## config.mk

```make
export PLATFORM = sky130hd
export DESIGN_NAME = spi_ratio_master
export DESIGN_NICKNAME = d
export VERILOG_FILES = /design/src/rtl/spi_rm_pkg.sv /design/src/rtl/spi_rm_phase.sv /design/src/rtl/spi_rm_shift.sv /design/src/rtl/spi_ratio_master.sv
export SDC_FILE = /design/constraint.sdc
export NUM_CORES = 1
export LEC_CHECK = 0
export BUFFER_PORTS_ARGS = -buffer_cell sky130_fd_sc_hd__buf_2
export CORE_AREA = 2 2 54 106
export CTS_CLUSTER_SIZE = 30
export DETAILED_ROUTE_END_ITERATION = 6
export DIE_AREA = 0 0 56 108
export PLACE_DENSITY_LB_ADDON = 0.12
export SLEW_MARGIN = 15
export SYNTH_ARGS = -nofsm -noshare
export SYNTH_HDL_FRONTEND = slang
export SYNTH_SLANG_ARGS = --single-unit
```

## constraint.sdc

```tcl
create_clock -name clk_i -period 2.55 [get_ports clk_i]
set_input_delay 0 -clock clk_i [delete_from_list [all_inputs] [get_ports clk_i]]
set_output_delay 0 -clock clk_i [all_outputs]
set_load 0.02 [all_outputs]
```

## src/rtl/spi_rm_pkg.sv

```systemverilog
package spi_rm_pkg;
  typedef enum logic [2:0] {
    ST_IDLE,
    ST_LEAD,
    ST_LOW,
    ST_HIGH,
    ST_TAIL
  } state_e;
endpackage

```

## src/rtl/spi_rm_phase.sv

```systemverilog
// Derives the high and low phase lengths of the serial clock from the divider.
module spi_rm_phase #(
  parameter int DIV_W = 8
) (
  input  logic [DIV_W-1:0] div_i,
  output logic [DIV_W-1:0] high_len_o,
  output logic [DIV_W-1:0] low_len_o
);
  logic [DIV_W-1:0] d_eff;
  logic [DIV_W:0]   d_inc;

  always_comb begin
    d_eff = (div_i == '0) ? DIV_W'(1) : div_i;
    d_inc = {1'b0, d_eff} + 1'b1;
    if (d_eff[0]) begin
      high_len_o = d_inc[DIV_W:1];
      low_len_o  = d_inc[DIV_W:1];
    end else begin
      high_len_o = {1'b0, d_eff[DIV_W-1:1]} + 1'b1;
      low_len_o  = {1'b0, d_eff[DIV_W-1:1]};
    end
  end
endmodule

```

## src/rtl/spi_rm_shift.sv

```systemverilog
// Transmit and receive shift registers, MSB first.
module spi_rm_shift #(
  parameter int WORD_W = 8
) (
  input  logic              clk_i,
  input  logic              rst_ni,
  input  logic              load_i,
  input  logic [WORD_W-1:0] tx_i,
  input  logic              shift_i,
  input  logic              sample_i,
  input  logic              miso_i,
  output logic              mosi_o,
  output logic [WORD_W-1:0] rx_o
);
  logic [WORD_W-1:0] tx_q;
  logic [WORD_W-1:0] rx_q;

  always_ff @(posedge clk_i or negedge rst_ni) begin
    if (!rst_ni) begin
      tx_q <= '0;
    end else if (load_i) begin
      tx_q <= tx_i;
    end else if (shift_i) begin
      tx_q <= {tx_q[WORD_W-2:0], 1'b0};
    end
  end

  always_ff @(posedge clk_i or negedge rst_ni) begin
    if (!rst_ni) begin
      rx_q <= '0;
    end else if (sample_i) begin
      rx_q <= {rx_q[WORD_W-2:0], miso_i};
    end
  end

  assign mosi_o = tx_q[WORD_W-1];
  assign rx_o   = rx_q;

  // the transmit register moves only on load or on a falling-edge shift
  a_r4_tx_hold: assert property (@(posedge clk_i) disable iff (!rst_ni)
    (!$past(load_i) && !$past(shift_i)) |-> $stable(tx_q));
endmodule

```

## src/rtl/spi_ratio_master.sv

```systemverilog
module spi_ratio_master #(
  parameter int WORD_W = 8,
  parameter int DIV_W  = 8
) (
  input  logic              clk_i,
  input  logic              rst_ni,
  input  logic              start_i,
  input  logic [WORD_W-1:0] tx_word_i,
  input  logic [DIV_W-1:0]  div_i,
  input  logic              miso_i,
  output logic              sclk_o,
  output logic              ss_no,
  output logic              mosi_o,
  output logic              mosi_oe_o,
  output logic [WORD_W-1:0] rx_word_o,
  output logic              done_o
);
  import spi_rm_pkg::*;

  localparam int BC_W = (WORD_W > 2) ? $clog2(WORD_W) : 1;

  state_e           st_q;
  logic [DIV_W-1:0] cnt_q;
  logic [DIV_W-1:0] hlen_q, llen_q;
  logic [DIV_W-1:0] hlen_d, llen_d;
  logic [BC_W-1:0]  bit_q;
  logic             done_q;
  logic             load, shift, sample, cnt_end;

  spi_rm_phase #(.DIV_W(DIV_W)) u_phase (
    .div_i     (div_i),
    .high_len_o(hlen_d),
    .low_len_o (llen_d)
  );

  assign cnt_end = (cnt_q == '0);
  assign load    = (st_q == ST_IDLE) && start_i;
  assign sample  = (st_q == ST_LOW) && cnt_end;
  assign shift   = (st_q == ST_HIGH) && cnt_end && (bit_q != '0);

  spi_rm_shift #(.WORD_W(WORD_W)) u_shift (
    .clk_i   (clk_i),
    .rst_ni  (rst_ni),
    .load_i  (load),
    .tx_i    (tx_word_i),
    .shift_i (shift),
    .sample_i(sample),
    .miso_i  (miso_i),
    .mosi_o  (mosi_o),
    .rx_o    (rx_word_o)
  );

  always_ff @(posedge clk_i or negedge rst_ni) begin
    if (!rst_ni) begin
      st_q   <= ST_IDLE;
      cnt_q  <= '0;
      hlen_q <= DIV_W'(1);
      llen_q <= DIV_W'(1);
      bit_q  <= '0;
      done_q <= 1'b0;
    end else begin
      done_q <= 1'b0;
      unique case (st_q)
        ST_IDLE: if (start_i) begin
          hlen_q <= hlen_d;
          llen_q <= llen_d;
          cnt_q  <= hlen_d - 1'b1;
          bit_q  <= BC_W'(WORD_W - 1);
          st_q   <= ST_LEAD;
        end
        ST_LEAD: if (cnt_end) begin
          cnt_q <= llen_q - 1'b1;
          st_q  <= ST_LOW;
        end else cnt_q <= cnt_q - 1'b1;
        ST_LOW: if (cnt_end) begin
          cnt_q <= hlen_q - 1'b1;
          st_q  <= ST_HIGH;
        end else cnt_q <= cnt_q - 1'b1;
        ST_HIGH: if (cnt_end) begin
          cnt_q <= llen_q - 1'b1;
          if (bit_q == '0) st_q <= ST_TAIL;
          else begin
            bit_q <= bit_q - 1'b1;
            st_q  <= ST_LOW;
          end
        end else cnt_q <= cnt_q - 1'b1;
        ST_TAIL: if (cnt_end) begin
          st_q   <= ST_IDLE;
          done_q <= 1'b1;
        end else cnt_q <= cnt_q - 1'b1;
        default: st_q <= ST_IDLE;
      endcase
    end
  end

  assign sclk_o    = (st_q != ST_LOW);
  assign ss_no     = (st_q == ST_IDLE);
  assign mosi_oe_o = (st_q == ST_LEAD) || (st_q == ST_LOW) || (st_q == ST_HIGH);
  assign done_o    = done_q;

  // clock parked high whenever the select is released
  a_r2_idle_clock_high: assert property (@(posedge clk_i) disable iff (!rst_ni)
    ss_no |-> sclk_o);
  // data driver only enabled inside a frame
  a_r7_oe_in_frame: assert property (@(posedge clk_i) disable iff (!rst_ni)
    mosi_oe_o |-> !ss_no);
  // done coincides with the release of the select
  a_r8_done_on_release: assert property (@(posedge clk_i) disable iff (!rst_ni)
    done_o |-> $rose(ss_no));
  // captured phase lengths hold for the whole frame
  a_r9_cfg_held: assert property (@(posedge clk_i) disable iff (!rst_ni)
    (!ss_no && $past(!ss_no)) |-> ($stable(hlen_q) && $stable(llen_q)));
  // low phase counter stays inside the low length
  a_r1_low_bound: assert property (@(posedge clk_i) disable iff (!rst_ni)
    (st_q == ST_LOW) |-> (cnt_q < llen_q));
  // data does not move while the clock stays high inside a frame
  a_r4_data_hold_high: assert property (@(posedge clk_i) disable iff (!rst_ni)
    (!ss_no && $past(!ss_no) && sclk_o && $past(sclk_o)) |-> $stable(mosi_o));
endmodule

```

# Yosys cells after proc, flatten, opt, wreduce, memory -nomap -nowiden
# Index checks and enable logic that the tools add are counted.
[totals]
regBits = 47
out_inout_bits = 13
[classes]
n_addsub = 7
n_eq_ne = 12
mux = 23
n_reduce_logical = 19
[ops]
columns = ["operator", "count"]
rows = [
  ["8-bit two-way mux", 9],
  ["8-bit case mux with 4 select lines", 1],
  ["8-bit by 1-bit subtractor with 8-bit output (second input constant)", 4],
  ["3-bit two-way mux", 9],
  ["8-bit zero test", 2],
  ["3-bit case mux with 5 select lines", 1],
  ["2-bit inequality test (second input constant)", 7],
  ["8-bit by 1-bit adder with 9-bit output (second input constant)", 1],
  ["7-bit by 1-bit adder with 8-bit output (second input constant)", 1],
  ["3-bit by 2-bit equality test with 1-bit output (second input constant)", 2],
  ["3-bit zero test", 2],
  ["3-bit case mux with 2 select lines", 1],
  ["5-bit AND reduction", 1],
  ["1-bit logical AND", 4],
  ["4-bit AND reduction", 1],
  ["2-bit nonzero test", 2],
  ["4-bit nonzero test", 1],
  ["3-bit by 1-bit equality test with 1-bit output (second input constant)", 1],
  ["3-bit equality test (second input constant)", 1],
  ["3-bit by 2-bit inequality test with 1-bit output (second input constant)", 1],
  ["3-bit AND reduction", 1],
  ["3-bit nonzero test", 1],
  ["3-bit by 1-bit subtractor with 3-bit output (second input constant)", 1],
  ["1-bit logical OR", 2],
  ["other kinds (3)", 4],
]

# Longest topological paths before layout
# Gate-level depths: netlist of the first run.
[depth]
ltp_word = 7
mapped_depth = 9

# Hierarchy
# A second synthesis of the first run with hierarchy kept.
[unflattened]
cells_unflattened = 325
area_unflattened_um2 = 3123.0
[modules_own_cells]
columns = ["module", "n_inst", "cells_each", "area_per_inst_um2", "seq_area_each_um2"]
rows = [
  ["spi_ratio_master", 1, 236, 2137.0, 778.2],
  ["spi_rm_shift", 1, 51, 700.7, 400.4],
  ["spi_rm_phase", 1, 38, 285.3, 0.0],
]

# Worst setup path after synthesis of the first run
# Ideal clock, no wire load.
[synth_path]
kind = "reg-to-reg"
start = "reg st_q[2]"
end = "reg bit_q[2]"
setup_time_ns = 0.134
t_arrival_ns = 1.779
required_ns = 2.416
slack_ns = 0.637
path_stages_with_launch = 10
n_path_buf = 3
period_less_slack_ns = 1.913
path_cell_list = "dfrtp_1 -> buf_2 -> nor3_2 -> and2_1 -> buf_2 -> a2bb2oi_2 -> buf_4 -> nand2_1 -> xor2_1 -> nand2_1"
[synth_via]
elab_chain_cells = 3
elab_cells_between_ends = 8
cone_classes = "eq/ne (4); mux (1); reduce/logical (3)"
[synth_lines]
columns = ["element", "line_no", "text"]
rows = [
  ["from (decl)", "spi_ratio_master.sv:22", "state_e st_q;"],
  ["from (signal assigned)", "spi_ratio_master.sv:55", "st_q <= ST_IDLE;"],
  ["from (signal assigned)", "spi_ratio_master.sv:69", "st_q <= ST_LEAD;"],
  ["from (signal assigned)", "spi_ratio_master.sv:73", "st_q <= ST_LOW;"],
  ["3-bit zero test (*)", "-", ""],
  ["net ss_no", "spi_ratio_master.sv:12", "output logic ss_no,"],
  ["2-bit inequality test (no source line) / 2-bit nonzero test (equally long branches)", "-", ""],
  ["4-bit AND reduction (no source line)", "-", ""],
  ["to (signal assigned)", "spi_ratio_master.sv:68", "bit_q <= BC_W'(WORD_W - 1);"],
  ["to (signal assigned)", "spi_ratio_master.sv:83", "bit_q <= bit_q - 1'b1;"],
  ["to (decl)", "spi_ratio_master.sv:26", "logic [BC_W-1:0] bit_q;"],
]
# The timed path passes the listed nets; every way through them passes the cells marked *.
# A chain may end at the register's enable or synchronous reset.

# Worst setup path in the final report of the first run
[layout_path]
start = "reg cnt_q[0]"
end = "reg u_shift.rx_q[1], in the netlist u_shift.rx_o[1]"
[layout_via]
elab_chain_cells = 2
[layout_lines]
columns = ["element", "line_no", "text"]
rows = [
  ["from (decl)", "spi_ratio_master.sv:23", "logic [DIV_W-1:0] cnt_q;"],
  ["from (signal assigned)", "spi_ratio_master.sv:67", "cnt_q <= hlen_d - 1'b1;"],
  ["from (signal assigned)", "spi_ratio_master.sv:72", "cnt_q <= llen_q - 1'b1;"],
  ["from (signal assigned)", "spi_ratio_master.sv:74", "end else cnt_q <= cnt_q - 1'b1;"],
  ["8-bit zero test", "spi_ratio_master.sv:36", "assign cnt_end = (cnt_q == '0);"],
  ["1-bit logical AND", "spi_ratio_master.sv:38", "assign sample = (st_q == ST_LOW) && cnt_end;"],
  ["to (signal assigned)", "spi_rm_shift.sv:32", "rx_q <= {rx_q[WORD_W-2:0], miso_i};"],
  ["to (decl)", "spi_rm_shift.sv:16", "logic [WORD_W-1:0] rx_q;"],
]
# Every way passes these cells.

==> results.md, run 1 <==
- Slew margin rel.: 59.4%
- Yosys reg bits: 47
- Pwr per Cell Area: 887 nW/um2
- Post-synth top area share: roughly two fifths
- Root Driver: clkbuf_8
- Final hold slack: between 20 and 25 ps
- Hold_sp: div_i[0]
- Largest net degree at the start of global routing: 48
- Crit path capture type: register
- Clock Skew: 5.63 ps
- Remaining Overflow, GRT: 0
- Routability cong.: approximately 0.96
- Number of buffers created by CTS: 5
- Area Growth Syn to Fin: 13.3%
- Global Route Usage Sum: 24.0%
- Port bufs: 32
- Required @ worst endpoint: 2740 ps
- Top FF cell, synth: dfrtp_1
- Clock tree buffer depth: 2
- Clock H-tree levels: 2
- # diodes: 0
- Final Cycle Share: 84.3%
- Worst r2r path cells: 6
- Routed vias: between 2000 and 3000
- Post-synth EDFFs: 0
- Fillers: between 400 and 500
- Vias in the first global route: 2480
- Met1 Usage GRT: 25.2%
- Sequential area share after synthesis: about two fifths
- DR WL/cell: 15.8 um
- Critical Path Fanout Max: 12
- Final Power: slightly below 3 mW
- Synth warn: 0
- Nets@finish: 398
- P_leak: 1.47 nW
- Setup repair after global routing missed its margin: false
- Most frequent cells in the layout: nand2_1 (49), dfrtp_1 (45), buf_2 (31)
- Async set-or-reset flop fraction in the synthesized netlist: 100%
- Multi-input gate area: 1630 um2
- Top cells by area, synth: dfrtp_1 (38%), nand2_1 (6.2%), xor2_1 (5.3%)
- Fin. Hold Viols: 0
- Post-synthesis cell count: 336
- First-pass GRT wire length: 11500 um
- Die Y: 108 um
- IO Pins: 33
- Most common cell after layout, fill and taps aside: nand2_1
- Met3 Resource Use GR: 3.11%
- CTS clock-pin slew for the worst setup and hold paths: ~90 ps
- Clock latency on the worst-skew pair: 300 ps
- R2R Path End: u_shift.rx_o[1]
- Antenna violations before repair: 0
- Worst-Margin Slew: 608 ps
- Hold endpoint: llen_q[7]
- CP Class: reg -> reg
- Min Tclk post-route: 2150 ps
- # setup viols final: 0
- Min-delay worst type: in -> reg
- Final wirelength: 6780 um
- Busiest grt layer: met2
- CP Launch Type: register
- Clock Sinks: 47
- Maximum VDD drop: 0.000586 V
- Die X: 56 um
- Ratio of cells with drive above 1 in the final layout: 15.6%
- Syn Area/Cell: slightly below 9 um2
- Via density: a little under 6
- Mapped Nets: 363
- Total iterations of the first detailed-routing run: 5
- Synth unique cells: between 50 and 60
- Antenna viol nets, final: 0
- M2 GR Usage: 46.3%
- Status: finished clean
- Final setup TNS: 0 ps
- Reg2reg setup slack: approximately 400 ps
- CP Data Arrival Time: about 2300 ps
- Initial Util: 56.9%
- Register area: 1180 um2
- Post-DP HPWL: 5090 um
- CORE AREA: 5180 um2
- Rows: 37
- Yosys top cell by area: dfrtp_1
- CTS tree: built
- WHS Path Cells: 3
- Max-cap violation count: 0
- DRC: 0
- Drt initial violations: 88
- Final Core Density: 64.5%
- Crit Reg-Reg Startpoint: cnt_q[0]
- Die ar.: between 6000 and 7000 um2
- Mapped cell area: 2950 um2
- Maximum clock frequency: about 0.46 GHz
- Final slew viol count: 0
synthesized netlist by cell type, drive strengths merged (3+ instances only):
cell,n
nand2,50
nand2b,6
nor2b,3
nor3,10
and2,3
o22ai,9
a21o,3
mux2,8
or3,4
o21ai,22
a22oi,3
dfrtp,45
ha,7
nor3b,4
clkbuf,9
nor4,4
buf,12
nand3,11
a31oi,9
inv,11
xnor2,15
xor2,19
a21oi,20
nor2,25
logic make-up after synthesis:
group,synth area share [%]
fa+ha+maj,2.97
xor+xnor,10.7
mux,3.73
simple gates,21.8
flops,39.9
compound gates,16.2
buf+inv,4.70
state kept, by name, indices dropped and copies added (netlist names):
signal / flops
st_q: 3
hlen_q: 8
bit_q: 3
cnt_q: 8
done_o: 1
llen_q: 8
u_shift.tx_q: 8
u_shift.rx_o: 8
routing by layer:
metal	share of wire [%]	vias up
met5	0	-
met4	3.0	0
met3	3.0	20
met2	56	61
met1	38	1180
li1	-	1242
what timing repair did:
item / in CTS / in global routing
hold buffers: 11 / 0
buffers inserted: 0 / 0
gates resized for setup: 0 / 0
hold endpoints to repair: 55 / 0
stage by stage:
step,instance area (um2),instances,worst slack [ps]
5_1_grt,3340,430,254
6_report,3340,430,399
3_3_place_gp,3130,411,552
2_1_floorplan,2950,336,637
4_1_cts,3340,430,431
3_5_place_dp,3130,411,444
cell type report:
cell class / instances / area share [%]
Clock buffer: 6 / 2.47
Sequential cell: 47 / 35.3
Tap cell: 58 / 2.17
Clock inverter: 2 / 0.487
Timing Repair Buffer: 49 / 9.51
Multi-Input combinational cell: 257 / 48.9
Inverter: 11 / 1.24
how the worst max path moves through the flow:
| stage | from | to | slack, ps | depth (start not counted) |
|---|---|---|---|---|
| after CTS | cnt_q[0] | cnt_q[7] | 430 | 8 |
| after global placement | cnt_q[0] | u_shift.rx_o[0] | 550 | 6 |
| after detailed placement | cnt_q[0] | u_shift.rx_o[1] | 440 | 6 |
| after floorplan | st_q[2] | bit_q[2] | 640 | 9 |
| after global routing | cnt_q[0] | cnt_q[4] | 250 | 8 |
| final | cnt_q[0] | u_shift.rx_o[1] | 400 | 6 |
critical path: stages, from the launching register on:
cell and delay [ps]:
dfrtp_1 420, inv_1 130, ha_1 180, nor3b_1 270
and2_1 440, nand2_2 240, mux2_1 370
power by group:
part	leakage (nW)	total [mW]	switching, mW	internal, mW
clock	0.0474	0.482	0.260	0.222
sequential	0.586	1.29	0.278	1.01
combinational	0.839	1.20	0.652	0.544
total	1.47	2.97	1.19	1.78
(Power assumes the default switching activity.)
==> run 2: changes to the inputs <==
==> constraint.sdc (replaced) <==
create_clock -name clk_i -period 2 [get_ports clk_i]
set_input_delay 0 -clock clk_i [delete_from_list [all_inputs] [get_ports clk_i]]
set_output_delay 0 -clock clk_i [all_outputs]
set_load 0.02 [all_outputs]
==> run 2 against run 1 <==
  * Non-clock buffer count grew 15
  * Die area stayed put
  * First-iteration DRC count down 8.0%
  * Core utilization rose by 3.2 points
  * Final area up 5.0%
  * Clock-buffer cell count is the same
  * Combinational power is 37% higher
  * Critical path depth up 3
  * Via count up 2.2%
  * Clock power grew 56%
  * Sequential share of layout area down 1.7 points
  * Largest power group is now combinational logic
==> results.md, run 2 (same netlist as run 1, synthesis figures left out) <==
- Register share of total power: 40.4% (-3.0 points)
- Maximum VDD drop: 0.000807 V (+38%)
- Worst r2r path cells: 9 (+3)
- Via density: 5.75 (-1.3%)
- Most common cell after layout, fill and taps aside: nand2_1
- Port bufs: 32 (unchanged)
- DRC: 0 (unchanged)
- Routability cong.: 0.969 (+0.55%)
- Clock Sinks: 47 (unchanged)
- First-pass GRT wire length: 11400 um (-0.60%)
- Post-DP HPWL: 5210 um (+2.5%)
- Required @ worst endpoint: 2200 ps (-540 ps)
- Clock H-tree levels: 2 (unchanged)
- Die Y: 108 um (unchanged)
- Min-delay worst type: in -> reg
- # diodes: 0 (unchanged)
- Largest net degree at the start of global routing: 48 (unchanged)
- Status: finished clean
- Antenna viol nets, final: 0 (unchanged)
- Number of buffers created by CTS: 5 (unchanged)
- Comb pwr share: 40.9% (+0.6 points)
- Ratio of cells with drive above 1 in the final layout: 20.2% (+4.6 points)
- Routed vias: 2557 (+2.2%)
- Final Core Density: 67.7% (+3.2 points)
- Crit Reg-Reg Startpoint: cnt_q[0]
- Final Power: 4.01 mW (+35%)
- Clock Skew: 5.35 ps (-0.281 ps)
- # setup viols final: 0 (unchanged)
- Clk pwr share: 18.7% (+2.4 points)
- Initial Util: 56.9% (unchanged)
- CTS clock-pin slew for the worst setup and hold paths: 90 ps (about the same)
- Critical Path Fanout Max: 7 (-5)
- WHS Path Cells: 3 (unchanged)
- P_sw: 1.54 mW (+30%)
- Clock tree buffer depth: 2 (unchanged)
- Slew margin rel.: 58.9% (-0.51 points)
- Global Route Usage Sum: 24.3% (+0.26 points)
- Remaining Overflow, GRT: 0 (unchanged)
- Crit path capture type: register
- Total iterations of the first detailed-routing run: 4 (-1)
- Internal power: 2.46 mW (+39%)
- Max-cap violation count: 0 (unchanged)
- Sw frac: 38.5% (-1.6 points)
- Final wirelength: 6980 um (+3.0%)
- Setup bufs post-CTS: 0 (unchanged)
- Die ar.: 6050 um2 (unchanged)
- Root Driver: clkbuf_8
- Antenna violations before repair: 0 (unchanged)
- Hold endpoint: hlen_q[0]
- CORE AREA: 5180 um2 (unchanged)
- CP Data Arrival Time: 2080 ps (-260 ps)
- Fillers: 450 (-9.5%)
- Rows: 37 (unchanged)
- Min Tclk post-route: 1880 ps (-275 ps)
- Hold_sp: div_i[1]
- Most frequent cells in the layout: nand2_1 (48), dfrtp_1 (45), buf_2 (32)
- Final slew viol count: 0 (unchanged)
- Area Growth Syn to Fin: 18.9%
- Vias in the first global route: 2456 (-0.97%)
- P_leak: 1.58 nW (+7.6%)
- DR WL/cell: 15.7 um (-0.52%)
- Pwr per Cell Area: 1140 nW/um2 (+29%)
- CP Launch Type: register
- CTS tree: built
- Maximum clock frequency: 0.533 GHz (+15%)
- Nets@finish: 413 (+3.8%)
- Worst-Margin Slew: 616 ps (+7.73 ps)
- CP Class: reg -> reg
- Setup repair after global routing missed its margin: false
- Final Cycle Share: 93.8% (+9.4 points)
- Die X: 56 um (unchanged)
- Fin. Hold Viols: 0 (unchanged)
- Reg2reg setup slack: 120 ps (-280 ps)
- IO Pins: 33 (unchanged)
- Clock latency on the worst-skew pair: 310 ps (about the same)
- R2R Path End: cnt_q[0]
- Drt initial violations: 81 (-8.0%)
[run 2: changes by cell type in the layout (fill, tap and decap cells not counted), sizes merged]
| cell | change |
|---|---|
| clkinvlp | -1 |
| bufinv | +1 |
| dlygate4sd3 | +1 |
| buf | +14 |
| clkinv | -1 |
| inv | +1 |
[run 2: power groups by stage]
stage          sequential [mW]  combinational (mW)  clock, mW
6_report                  1.62                1.64      0.750
3_3_place_gp              1.60                1.56          0
3_5_place_dp              1.63                1.58          0
4_1_cts                   1.61                1.62      0.757
5_1_grt                   1.66                1.83      0.788
2_1_floorplan             1.58                1.17          0
[run 2: per-layer routing]
metal  GRT usage (%)  share of wire [%]  vias up  wire length [um]
met4            13.1                3.9        0               275
met5               0                  0        -                 0
met1            25.6                 37     1218              2600
met2            45.1                 56       57              3890
met3            3.71                3.0       18               211
li1                -                  -     1264                 -
[run 2: layout make-up]
cell class | count | area (um2) | share of cell area (%)
clock buffers | 6 | 82.6 | 2.35
flip-flops and latches | 47 | 1180 | 33.6
repair buffers | 64 | 430 | 12.3
inverters | 11 | 41.3 | 1.18
multi-input cells | 257 | 1670 | 47.5
clock inverters | 2 | 38.8 | 1.10
well taps | 58 | 72.6 | 2.07
[run 2: worst max-delay path by stage]
stage / start / end / cells past startpoint
after global routing: cnt_q[0] / cnt_q[5] / 8
final: cnt_q[0] / cnt_q[0] / 9
after floorplan: st_q[2] / bit_q[2] / 9
after global placement: cnt_q[0] / cnt_q[7] / 8
after CTS: cnt_q[0] / cnt_q[6] / 7
after detailed placement: cnt_q[0] / cnt_q[6] / 7
[run 2: worst max-delay path, stage by stage, from the launching register on]
cell	delay, ps
dfrtp_1	410
inv_1	120
ha_1	200
nor3b_2	230
nand2_2	150
buf_4	200
o21ai_0	200
o21ai_0	100
nor2_1	90
a21oi_1	50
[run 2: stage by stage]
stage / setup WS (ps) / instances / hold WS [ps] / instance area [um2] / setup TNS, ps
3_5_place_dp: -24.0 / 425 / 129 / 3240 / -24.0
5_1_grt: 1.94 / 445 / 83.1 / 3510 / 0
3_3_place_gp: 85.1 / 425 / 126 / 3240 / 0
2_1_floorplan: 87.4 / 336 / -296 / 2950 / 0
6_report: 124 / 445 / 64.9 / 3510 / 0
4_1_cts: 8.18 / 445 / 59.7 / 3480 / 0
[run 2: what timing repair did]
action / CTS / global route
gates cloned: 0 / 0
resized for setup: 2 / 8
hold buffers: 12 / 0
hold endpoints to repair: 56 / 0
setup endpoints to repair: 2 / 25
==> run 3: changes to the inputs <==
--- a/config.mk
+++ b/config.mk
@@ -10,6 +10,7 @@
 export CTS_CLUSTER_SIZE = 30
 export DETAILED_ROUTE_END_ITERATION = 6
 export DIE_AREA = 0 0 56 108
+export HOLD_SLACK_MARGIN = 0.12
 export PLACE_DENSITY_LB_ADDON = 0.12
 export SLEW_MARGIN = 15
 export SYNTH_ARGS = -nofsm -noshare
==> constraint.sdc (replaced) <==
create_clock -name clk_i -period 1.87 [get_ports clk_i]
set_input_delay 0 -clock clk_i [delete_from_list [all_inputs] [get_ports clk_i]]
set_output_delay 0 -clock clk_i [all_outputs]
set_load 0.02 [all_outputs]
==> run 3 against run 2 <==
  * Hold slack better by 120 ps
  * Register-to-register slack got worse by 30 ps
  * Highest routed layer unchanged
  * Non-clock buffer count increased by 22
  * Sequential share of layout area is 2.3 points lower
  * Die area stayed put
  * Clock skew grew 4.1 ps
  * Critical endpoint is now cnt_q[7]
==> results.md, run 3 (same netlist as run 1, synthesis figures left out) <==
- Routability cong.: 0.925 (-4.5%)
- Root Driver: clkbuf_8
- Setup bufs post-CTS: 0 (unchanged)
- Clock latency on the worst-skew pair: 320 ps (about the same)
- CTS tree: built
- Min Tclk post-route: 1770 ps (-102 ps)
- Largest net degree at the start of global routing: 48 (unchanged)
- Required @ worst endpoint: 2060 ps (-140 ps)
- DRC: 0 (unchanged)
- Global Route Usage Sum: 26.0% (+1.7 points)
- Final wirelength: 7190 um (+3.1%)
- Clock tree buffer depth: 2 (unchanged)
- Status: finished clean
- Critical Path Fanout Max: 2 (-5)
- P_leak: 1.70 nW (+7.3%)
- Via density: 5.64 (-1.8%)
- Most frequent cells in the layout: nand2_1 (48), dfrtp_1 (44), buf_2 (32), buf_4 (32), nor2_1 (22)
- Drt initial violations: 68 (-16%)
- Antenna viol nets, final: 0 (unchanged)
- Post-route insts no fill: 467 (+4.9%)
- Fin. Hold Viols: 0 (unchanged)
- First-pass GRT wire length: 12100 um (+6.2%)
- Ratio of cells with drive above 1 in the final layout: 24.4% (+4.3 points)
- Clock Sinks: 47 (unchanged)
- Final Power: 4.51 mW (+13%)
- CP Data Arrival Time: 1960 ps (-120 ps)
- Port bufs: 32 (unchanged)
- Dpl cells: 440 (+3.5%)
- Die X: 56 um (unchanged)
- Nets@finish: 435 (+5.3%)
- CP Launch Type: register
- Post-DP HPWL: 5320 um (+2.1%)
- CORE AREA: 5180 um2 (unchanged)
- Clock Skew: 9.44 ps (+4.09 ps)
- Initial Util: 56.9% (unchanged)
- Final slew viol count: 0 (unchanged)
- Setup repair after global routing missed its margin: true
- Crit path capture type: register
- # setup viols final: 0 (unchanged)
- Vias in the first global route: 2701 (+10%)
- Final Cycle Share: 94.8% (+1.0 points)
- Routed vias: 2635 (+3.1%)
- Worst-Margin Slew: 439 ps (-177 ps)
- Min-delay worst type: in -> async
- Number of buffers created by CTS: 5 (unchanged)
- Slew margin rel.: 70.5% (+12 points)
- Total iterations of the first detailed-routing run: 4 (unchanged)
- Rows: 37 (unchanged)
- Most common cell after layout, fill and taps aside: nand2_1
- Die Y: 108 um (unchanged)
- Maximum VDD drop: 0.000861 V (+6.7%)
- Area Growth Syn to Fin: 27.6%
- Antenna violations before repair: 0 (unchanged)
- DR WL/cell: 15.4 um (-1.8%)
- Clock H-tree levels: 2 (unchanged)
- CTS clock-pin slew for the worst setup and hold paths: 90 ps (about the same)
- Remaining Overflow, GRT: 0 (unchanged)
- Maximum clock frequency: 0.564 GHz (+5.8%)
- Die ar.: 6050 um2 (unchanged)
- # diodes: 0 (unchanged)
- Max-cap violation count: 0 (unchanged)
- IO Pins: 33 (unchanged)
- Pwr per Cell Area: 1200 nW/um2 (+4.9%)
- CP Class: reg -> reg
## run 3: area by class of cell
type / instances / area (um2)
clock buffer: 5 / 68.8
clock inverter: 3 / 46.3
fill: 427 / 1420
sequential: 47 / 1180
timing repair buffer: 86 / 651
multi-input combinational: 257 / 1710
inverter: 11 / 41.3
tap: 58 / 72.6
## run 3: final timing paths
path                            cells past startpoint              end       startpoint  slack, ps
worst max-delay path                                7         cnt_q[7]        hlen_q[1]        100
worst min register to register                      1  u_shift.rx_o[7]  u_shift.rx_o[7]        500
worst min-delay path                                3  u_shift.rx_o[6]           rst_ni        190
min in group clk_i                                  4  u_shift.tx_q[0]     tx_word_i[0]        440
max in group asynchronous                           3        llen_q[0]           rst_ni       1410
worst max register to register                      7         cnt_q[7]        hlen_q[1]        100
## run 3: worst max-delay path: stages, from the launching register on
cell and delay, ps:
dfrtp_1 380, buf_4 130, or4_4 440, nor4_4 210
xnor2_1 150, o32ai_1 90, a21oi_1 140, a31oi_1 100
## run 3: what timing repair did
action                                  in CTS  in global routing
hold buffers                                19                  0
resized for setup                            3                 16
endpoints found under the setup margin      13                 27
hold endpoints to repair                    70                  0
gates cloned                                 0                  0
pin swaps                                    0                  4
## run 3: power breakdown
part           switching [mW]  total, mW  internal [mW]
registers               0.328       1.70           1.38
clock network           0.375      0.778          0.403
logic                    1.01       2.03           1.02
total                    1.71       4.51           2.80
## run 3: routing by layer
| layer | vias up | track usage [%] | wire, um |
|---|---|---|---|
| met5 | - | 0 | 0 |
| met4 | 0 | 12.4 | 218 |
| met3 | 13 | 3.59 | 218 |
| met2 | 57 | 50.1 | 4140 |
| met1 | 1254 | 26.8 | 2620 |
| li1 | 1311 | - | - |
## run 3: through the flow
step | TNS, ps | hold WS (ps) | instance area (um2) | setup WS, ps | utilization [%]
finish | 0 | 189 | 3770 | 96.8 | 72.7
global route | -17.9 | 220 | 3770 | -9.41 | 72.7
CTS | 0 | 191 | 3700 | 11.2 | 71.4
detailed placement | -158 | -1.62 | 3390 | -38.5 | 65.4
global placement | 0 | 2.77 | 3390 | 27.6 | 65.4
floorplan | 0 | -296 | 2960 | 55.9 | -
